## src/rtl/pd_pkg.sv

```systemverilog
package pd_pkg;

    typedef enum logic [1:0] {
        ST_IDLE    = 2'd0,
        ST_PUMP_UP = 2'd1,
        ST_PUMP_DN = 2'd2,
        ST_CLEAR   = 2'd3
    } pd_state_t;

    typedef struct packed {
        logic pump_val;
        logic pump_oe;
        logic err_ref;
        logic err_fb_oe;
    } pd_out_t;

endpackage

```

## src/rtl/pd_edge_sampler.sv

```systemverilog
module pd_edge_sampler #(
    parameter int STAGES = 1
) (
    input  logic clk,
    input  logic rst_n,
    input  logic din,
    output logic rise
);

    logic [STAGES:0] sh;

    always_ff @(posedge clk or negedge rst_n) begin
        if (!rst_n) sh[0] <= 1'b0;
        else        sh[0] <= din;
    end

    genvar gi;
    generate
        for (gi = 1; gi <= STAGES; gi++) begin : g_chain
            always_ff @(posedge clk or negedge rst_n) begin
                if (!rst_n) sh[gi] <= 1'b0;
                else        sh[gi] <= sh[gi-1];
            end
        end
    endgenerate

    // rising edge seen at the last sampled stage
    assign rise = sh[STAGES-1] & ~sh[STAGES];

endmodule

```

## src/rtl/pd_fsm.sv

```systemverilog
module pd_fsm
    import pd_pkg::*;
(
    input  logic    clk,
    input  logic    rst_n,
    input  logic    swap,
    input  logic    ref_rise,
    input  logic    fb_rise,
    output pd_out_t outs,
    output logic    cmp_done,
    output logic    pulse_on
);

    pd_state_t state, state_nx;
    logic      up_rise, dn_rise;

    // the steering input pushes the pump up
    assign up_rise = swap ? fb_rise  : ref_rise;
    assign dn_rise = swap ? ref_rise : fb_rise;

    always_comb begin
        state_nx = state;
        unique case (state)
            ST_IDLE: begin
                if (up_rise && !dn_rise)      state_nx = ST_PUMP_UP;
                else if (dn_rise && !up_rise) state_nx = ST_PUMP_DN;
            end
            ST_PUMP_UP: if (dn_rise) state_nx = ST_CLEAR;
            ST_PUMP_DN: if (up_rise) state_nx = ST_CLEAR;
            ST_CLEAR:   state_nx = ST_IDLE;
        endcase
    end

    always_ff @(posedge clk or negedge rst_n) begin
        if (!rst_n) state <= ST_IDLE;
        else        state <= state_nx;
    end

    always_comb begin
        outs = '0;
        unique case (state)
            ST_PUMP_UP: begin
                outs.pump_val  = 1'b1;
                outs.pump_oe   = 1'b1;
                outs.err_fb_oe = 1'b1;
            end
            ST_PUMP_DN: begin
                outs.pump_oe = 1'b1;
                outs.err_ref = 1'b1;
            end
            ST_IDLE, ST_CLEAR: outs = '0;
        endcase
    end

    assign pulse_on = (state == ST_PUMP_UP) || (state == ST_PUMP_DN);
    assign cmp_done = (state == ST_CLEAR) ||
                      ((state == ST_IDLE) && up_rise && dn_rise);

endmodule

```

## src/rtl/pd_lock.sv

```systemverilog
module pd_lock #(
    parameter int LOCK_TOL     = 4,
    parameter int LOCK_PERIODS = 4
) (
    input  logic clk,
    input  logic rst_n,
    input  logic pulse_on,
    input  logic cmp_done,
    output logic locked
);

    localparam int WW = $clog2(LOCK_TOL + 1);
    localparam int GW = $clog2(LOCK_PERIODS + 1);
    localparam logic [WW-1:0] TOL_V  = WW'(LOCK_TOL);
    localparam logic [WW-1:0] TOL_M1 = WW'(LOCK_TOL - 1);
    localparam logic [GW-1:0] PER_V  = GW'(LOCK_PERIODS);
    localparam logic [GW-1:0] PER_M1 = GW'(LOCK_PERIODS - 1);

    logic [WW-1:0] width;
    logic [GW-1:0] good;
    logic          bad;

    always_ff @(posedge clk or negedge rst_n) begin
        if (!rst_n) begin
            width  <= '0;
            good   <= '0;
            bad    <= 1'b0;
            locked <= 1'b0;
        end else if (pulse_on) begin
            if (width != TOL_V) width <= width + 1'b1;
            if (width == TOL_M1) begin
                bad    <= 1'b1;
                locked <= 1'b0;
                good   <= '0;
            end
        end else if (cmp_done) begin
            width <= '0;
            bad   <= 1'b0;
            if (!bad) begin
                if (good == PER_M1) locked <= 1'b1;
                if (good != PER_V)  good   <= good + 1'b1;
            end
        end
    end

endmodule

```

## src/rtl/phase_det_tri.sv

```systemverilog
module phase_det_tri
    import pd_pkg::*;
#(
    parameter int SYNC_STAGES  = 1,
    parameter int LOCK_TOL     = 4,
    parameter int LOCK_PERIODS = 4
) (
    input  logic clk,
    input  logic rst_n,
    input  logic ref_in,
    input  logic fb_in,
    input  logic pol_swap,
    output logic pump_val,
    output logic pump_oe,
    output logic err_ref,
    output logic err_fb_oe,
    output logic locked
);

    logic    ref_rise, fb_rise, cmp_done, pulse_on;
    pd_out_t outs;

    pd_edge_sampler #(.STAGES(SYNC_STAGES)) u_ref (
        .clk(clk), .rst_n(rst_n), .din(ref_in), .rise(ref_rise));

    pd_edge_sampler #(.STAGES(SYNC_STAGES)) u_fb (
        .clk(clk), .rst_n(rst_n), .din(fb_in), .rise(fb_rise));

    pd_fsm u_fsm (
        .clk(clk), .rst_n(rst_n), .swap(pol_swap),
        .ref_rise(ref_rise), .fb_rise(fb_rise),
        .outs(outs), .cmp_done(cmp_done), .pulse_on(pulse_on));

    pd_lock #(.LOCK_TOL(LOCK_TOL), .LOCK_PERIODS(LOCK_PERIODS)) u_lock (
        .clk(clk), .rst_n(rst_n), .pulse_on(pulse_on),
        .cmp_done(cmp_done), .locked(locked));

    assign pump_val  = outs.pump_val;
    assign pump_oe   = outs.pump_oe;
    assign err_ref   = outs.err_ref;
    assign err_fb_oe = outs.err_fb_oe;

endmodule

```

## config.mk

```make
export PLATFORM = sky130hd
export DESIGN_NAME = phase_det_tri
export DESIGN_NICKNAME = d
export VERILOG_FILES = /design/src/rtl/pd_pkg.sv /design/src/rtl/pd_edge_sampler.sv /design/src/rtl/pd_fsm.sv /design/src/rtl/pd_lock.sv /design/src/rtl/phase_det_tri.sv
export SDC_FILE = /design/constraint.sdc
export NUM_CORES = 1
export LEC_CHECK = 0
export CAP_MARGIN = 15
export CORE_UTILIZATION = 53
export DETAILED_ROUTE_END_ITERATION = 7
export GPL_TIMING_DRIVEN = 0
export PLACE_DENSITY_LB_ADDON = 0.05
export SYNTH_ARGS = -nofsm -noshare
export SYNTH_HDL_FRONTEND = slang
export SYNTH_SLANG_ARGS = --single-unit
export TNS_END_PERCENT = 10
```

## constraint.sdc

```tcl
create_clock -name clk -period 1.8 [get_ports clk]
set_clock_uncertainty 0.05 [all_clocks]
set_input_delay 0.36 -clock clk [delete_from_list [all_inputs] [get_ports clk]]
set_output_delay 0.36 -clock clk [all_outputs]
set_load 0.02 [all_outputs]
```

# [Word level (Yosys, flattened, before mapping)]
# Index checks and enable logic that the tools add are counted.
[totals] reg_bits=14 input_bits=5 output_inout_bits=5 wordCells=73
[classes] n_addsub=2 n_eq_ne=13 n_mux=26 n_bitwise=4 reduce_logical=19
[ops] op="$mux W3" count=8
[ops] op="$mux W1" count=12
[ops] op="$mux W2" count=4
[ops] op="$ne A2 B1 Y1 const B" count=4
[ops] op="$pmux W2 S4" count=1
[ops] op="$reduce_and A4 Y1" count=2
[ops] op="$add A3 B1 Y3 const B" count=2
[ops] op="$eq A3 B2 Y1 const B" count=2
[ops] op="$ne A3 B3 Y1 const B" count=2
[ops] op="$reduce_bool A2 Y1" count=3
[ops] op="$eq A2 B2 Y1 const B" count=2
[ops] op="$logic_and A1 B1 Y1" count=4
[ops] op="$reduce_and A2 Y1" count=2
[ops] op="$reduce_or A2 Y1" count=2
[ops] op="$ne A3 B1 Y1 const B" count=1
[ops] op="$reduce_and A3 Y1" count=1
[ops] op="$and A1 B1 Y1" count=2
[ops] op="$eq A2 B1 Y1 const B" count=1
[ops] op="$logic_not A1 Y1" count=2
[ops] op="$logic_not A2 Y1" count=1
[ops] op="$logic_or A1 B1 Y1" count=2
[ops] op="$ne A2 B2 Y1 const B" count=1
[ops] op="$not A1 Y1" count=2
[ops] op="$pmux W1 S2" count=1

# [Longest topological paths before layout]
[depth] depth_word=8 mapped_depth=6

# [By module]
# Synthesis repeated with hierarchy kept, for this count alone.
[hier_totals] cells_unflattened=81 area_unflattened_um2=848.3
[modules_own_cells] module="pd_lock" instances=1 cells_each=46 area_per_inst_um2=462.9 seq_area_each_um2=200.2
[modules_own_cells] module="pd_fsm" instances=1 cells_each=29 area_per_inst_um2=257.7 seq_area_each_um2=50.0
[modules_own_cells] module="pd_edge_sampler" instances=2 cells_each=3 area_per_inst_um2=63.8 seq_area_each_um2=50.0

# [Worst setup path after synthesis]
# OpenSTA, ideal clock, no wires.
[synth_path] kind="register to register" startpoint="register u_fsm.state[0]" endpoint="register u_lock.width[1]" arrival_ns=1.478 required_ns=1.628 slack_ns=0.150 stages_incl_launch_ff=6 path_buffers=1 period_less_slack_ns=1.650 cell_sequence="dfrtp_1 -> inv_1 -> ha_1 -> clkbuf_1 -> o21ai_1 -> a32o_1"
[synth_between] elab_chain_len=6 word_cells_on_any_way=12 cone_classes="4 x eq/ne; 1 x mux; 7 x reduce/logical"
[synth_rtl] item="start, declared" line_no="pd_fsm.sv:14" text="pd_state_t state, state_nx;"
[synth_rtl] item="start signal, assigned" line_no="pd_fsm.sv:36" text="else state <= state_nx;"
[synth_rtl] item="$logic_not A2 Y1" line_no="pd_fsm.sv:57" text="((state == ST_IDLE) && up_rise && dn_rise);"
[synth_rtl] item="$logic_and A1 B1 Y1 (2 in series)" line_no="pd_fsm.sv:57"
[synth_rtl] item="$logic_or A1 B1 Y1" line_no="pd_fsm.sv:56" text="assign cmp_done = (state == ST_CLEAR) ||"
[synth_rtl] item="$reduce_bool A2 Y1 (no line)"
[synth_rtl] item="$reduce_and A2 Y1 (no line)"
[synth_rtl] item="end signal, assigned" line_no="pd_lock.sv:30" text="if (width != TOL_V) width <= width + 1'b1;"
[synth_rtl] item="end, declared" line_no="pd_lock.sv:19" text="logic [WW-1:0] width;"
# Parallel ways exist; a longest one is shown, timed or not.
# A chain may end at the register's enable or synchronous reset.

# [Final worst setup path]
[layout_path] startpoint="register u_lock.good[0]" endpoint="register u_lock.good[2]"
[layout_between] elab_chain_len=5 word_cells_on_any_way=8 cone_classes="1 x add/sub; 1 x eq/ne; 4 x mux; 2 x reduce/logical"
[layout_rtl] item="start, declared" line_no="pd_lock.sv:20" text="logic [GW-1:0] good;"
[layout_rtl] item="start signal, assigned" line_no="pd_lock.sv:41" text="if (good != PER_V) good <= good + 1'b1;"
[layout_rtl] item="$add A3 B1 Y3" line_no="pd_lock.sv:41"
[layout_rtl] item="$mux W3" line_no="pd_lock.sv:41"
[layout_rtl] item="$mux W3" line_no="pd_lock.sv:39" text="if (!bad) begin"
[layout_rtl] item="$mux W3" line_no="pd_lock.sv:36" text="end else if (cmp_done) begin"
[layout_rtl] item="$mux W3" line_no="pd_lock.sv:29" text="end else if (pulse_on) begin"
# Parallel ways exist; a longest one is shown, timed or not. The select of a mux whose other input is x is not followed.

==> impl_metrics.csv <==
group,metric,value,unit
floorplanning,start_util,0.606,
power,power.density,1790,nW/µm²
global_routing,globalRouteOverflowTotal,0,
cells_and_area,postLayoutCoreUtil,0.703,
critical_path,critPathLaunch,"u_lock.good[0]$_DFFE_PN0P_",
global_routing,grt_pass1_wl,2590,µm
floorplanning,die_y,41.8,µm
critical_path,cpMostUsedCell,"ha_1",
drt,firstDrtPassIters,4,
sta,fmax,588,MHz
global_routing,antenna_found_initial,0,
power,p_sw_frac,0.442,
critical_path,rr_worst_depth,4,
drt,vias,644,
synth,ys.flop_type,"dfrtp_1",
synth,synth-edff-count,0,
drt,drc,0,
drt,routed_wl,1490,µm
critical_path,r2r-end,"u_lock.good[2]$_DFFE_PN0P_",
synth,seq_area_frac_synth,0.418,
power,p_sw,0.767,mW
synth,async_flop_share,1.00,
cells_and_area,design_area,972,µm²
critical_path,crit_fanout,5,
place,placed_cell_area,947,µm²
clocking,clock_latency,0.28,ns
clocking,cts_root_buf,"clkbuf_4",
cells_and_area,drive_above_1_share,0.172,
cells_and_area,area_delta_synth_final,16.0,%
sta,slew_violations,0,
power,p_seq_frac,0.294,
cells_and_area,fillers,115,
drt,vias_per_cell,5.96,
cells_and_area,nets,110,
power,internal_power,0.970,mW
critical_path,crit_family,"adder cells",
clocking,cts_tree,"built",
place,port_buffers,9,
sta,fin_hold_ws,0.335,ns
sta,setup_viol,0,
power,clockPowerShare,0.101,
sta,relSlewSlack,0.585,
global_routing,grt_max_degree,15,
critical_path,timing.rr.start,"u_lock.good[0]$_DFFE_PN0P_",
synth,synth_area,838,µm²
status,status,"completed",
synth,mappedNetlistNets,96,
critical_path,path_buf_inv,0,
floorplanning,fp.dieW,41.8,µm
critical_path,endpoint_kind,"flip-flop",
sta,fin_crit_sh,0.945,
global_routing,grt_pass1_vias,590,
critical_path,cp-endpoint,"u_lock.good[2]$_DFFE_PN0P_",
synth,ys_seq_elements,14,
power,combPwrFrac,0.605,
clocking,clk_pin_slew,0.08,ns
floorplanning,core,1380,µm²
clocking,hold_buffers,0,
synth,synth_cell_type_count,34,
clocking,cts_buffers,3,
synth,yosys_warnings,0,
power,cellLeakagePower,0.449,nW
critical_path,crit_required,1.94,ns
sta,tightest_slew,0.621,ns
critical_path,max_stage_delay,0.51,ns
critical_path,r2r_slack,0.1,ns
place,place.gp.congestion,0.840,
critical_path,cp_num_cells,4,
synth,postSynthAreaPerCell,10.3,µm²
critical_path,worstPathArrival,1.84,ns
floorplanning,rows,13,
critical_path,cp_cell_sequence,"ha_1 > ha_1 > or4_1 > o311ai_1",
clocking,cts_buffer_depth,2,
clocking,h-tree-depth,1,
floorplanning,io_pins,10,
place,dpl.hpwl,1050,µm
drt,drtIter0Drc,14,
sta,timing.final.hold_violations,0,
clocking,clock_sinks,14,
critical_path,criticalPathCategory,"reg -> reg",
power,ir_worst_vdd,0.000973,V
hold_path,min_path_type,"reg -> reg",
drt,drt.antenna.violating_nets,0,
drt,wl_per_cell,13.8,µm
floorplanning,dieArea,1740,µm²
synth,synth_cells,81,
critical_path,cp_slowest_cell,"or4_1",
cells_and_area,antenna_cells,0,
flow_run,cap_violations,0,
critical_path,worst_setup_path_start_kind,"flip-flop",
sta,period_needed,1.70,ns
global_routing,grt_use_total,0.198,
-- flip-flops by register name (all words and copies together), names as in the netlist --
signal,cells
u_ref.sh,2
u_fsm.state,2
u_lock.locked,1
u_lock.bad,1
u_fb.sh,2
u_lock.good,3
u_lock.width,3
-- cell usage in the layout (no fill, tap or decap), types with 3 or more instances in the layout --
cell type / Yosys / layout
inv_1: 9 / 9
nand2_1: 6 / 6
dfrtp_1: 14 / 14
clkdlybuf4s50_1: 0 / 5
clkbuf_4: 0 / 3
ha_1: 10 / 9
-- kinds of logic after synthesis --
group	Yosys count	share of synthesized area
adder cells (fa/ha/maj)	10	0.149
AO/OA/AOI/OAI	20	0.166
AND/OR/NAND/NOR	22	0.166
buffers and inverters	11	0.0537
XOR/XNOR	1	0.0104
multiplexers	3	0.0373
flip-flops	14	0.418
-- stage by stage --
step                      power (mW)  cells  setup TNS [ns]  setup slack [ns]
final                           1.74    108               0            0.0989
after global routing            1.88    108        -0.00580          -0.00580
after CTS                       1.70    108         -0.0624           -0.0624
after detailed placement        1.53    105          -0.447            -0.185
after global placement          1.50    105          -0.370            -0.147
after floorplan                 1.25     81               0             0.150
-- cell usage after synthesis (2+ instances only) --
library cell | count | area share
a21oi_1 | 4 | 0.024
or4_1 | 2 | 0.018
ha_1 | 10 | 0.15
a31oi_1 | 2 | 0.015
dfrtp_1 | 14 | 0.42
o21ai_0 | 2 | 0.012
inv_1 | 9 | 0.040
o311ai_1 | 2 | 0.021
mux2i_1 | 2 | 0.024
nand2b_1 | 2 | 0.015
nor2b_1 | 2 | 0.015
nand3_1 | 2 | 0.012
nand2_1 | 6 | 0.027
nor2_1 | 2 | 0.0090
-- routing by layer --
| metal | part of all wire | GRT usage | vias to the layer above |
|---|---|---|---|
| met5 | 0 | 0 | - |
| met4 | 0.035 | 0.116 | 0 |
| met3 | 0.047 | 0.0435 | 7 |
| met2 | 0.45 | 0.306 | 19 |
| met1 | 0.47 | 0.252 | 306 |
| li1 | - | - | 312 |
-- worst min path at each step --
stage | from | end | slack [ns] | cells after the start
CTS | u_fb.sh[0]$_DFF_PN0_ | u_fb.sh[1]$_DFF_PN0_ | 0.35 | 0
floorplan | rst_n | u_fb.sh[0]$_DFF_PN0_ | 0.01 | 0
detailed placement | u_fb.sh[0]$_DFF_PN0_ | u_fb.sh[1]$_DFF_PN0_ | 0.32 | 0
finish | u_fb.sh[0]$_DFF_PN0_ | u_fb.sh[1]$_DFF_PN0_ | 0.33 | 0
global placement | u_fb.sh[0]$_DFF_PN0_ | u_fb.sh[1]$_DFF_PN0_ | 0.32 | 0
global route | u_fb.sh[0]$_DFF_PN0_ | u_fb.sh[1]$_DFF_PN0_ | 0.36 | 0
-- repair_timing --
item,in CTS,in global routing
buffers inserted,0,0
endpoints found under the hold margin,0,0
gates resized for setup,8,8
endpoints found under the setup margin,4,6
-- area by class of cell --
class	count	area [µm²]	area share
multi-input combinational	56	463	0.476
sequential	14	350	0.360
timing repair buffer	9	72.6	0.0746
inverter	9	33.8	0.0347
clock buffer	3	22.5	0.0232
tap	15	18.8	0.0193
buffer	2	11.3	0.0116
-- power groups by stage --
stage / Combinational, mW / Clock (mW) / Sequential, mW
after CTS: 1.01 / 0.184 / 0.505
after global placement: 0.995 / 0 / 0.506
after global routing: 1.16 / 0.191 / 0.525
after floorplan: 0.760 / 0 / 0.491
final: 1.05 / 0.175 / 0.510
after detailed placement: 1.02 / 0 / 0.512
Power figures use the tool's default switching activity.
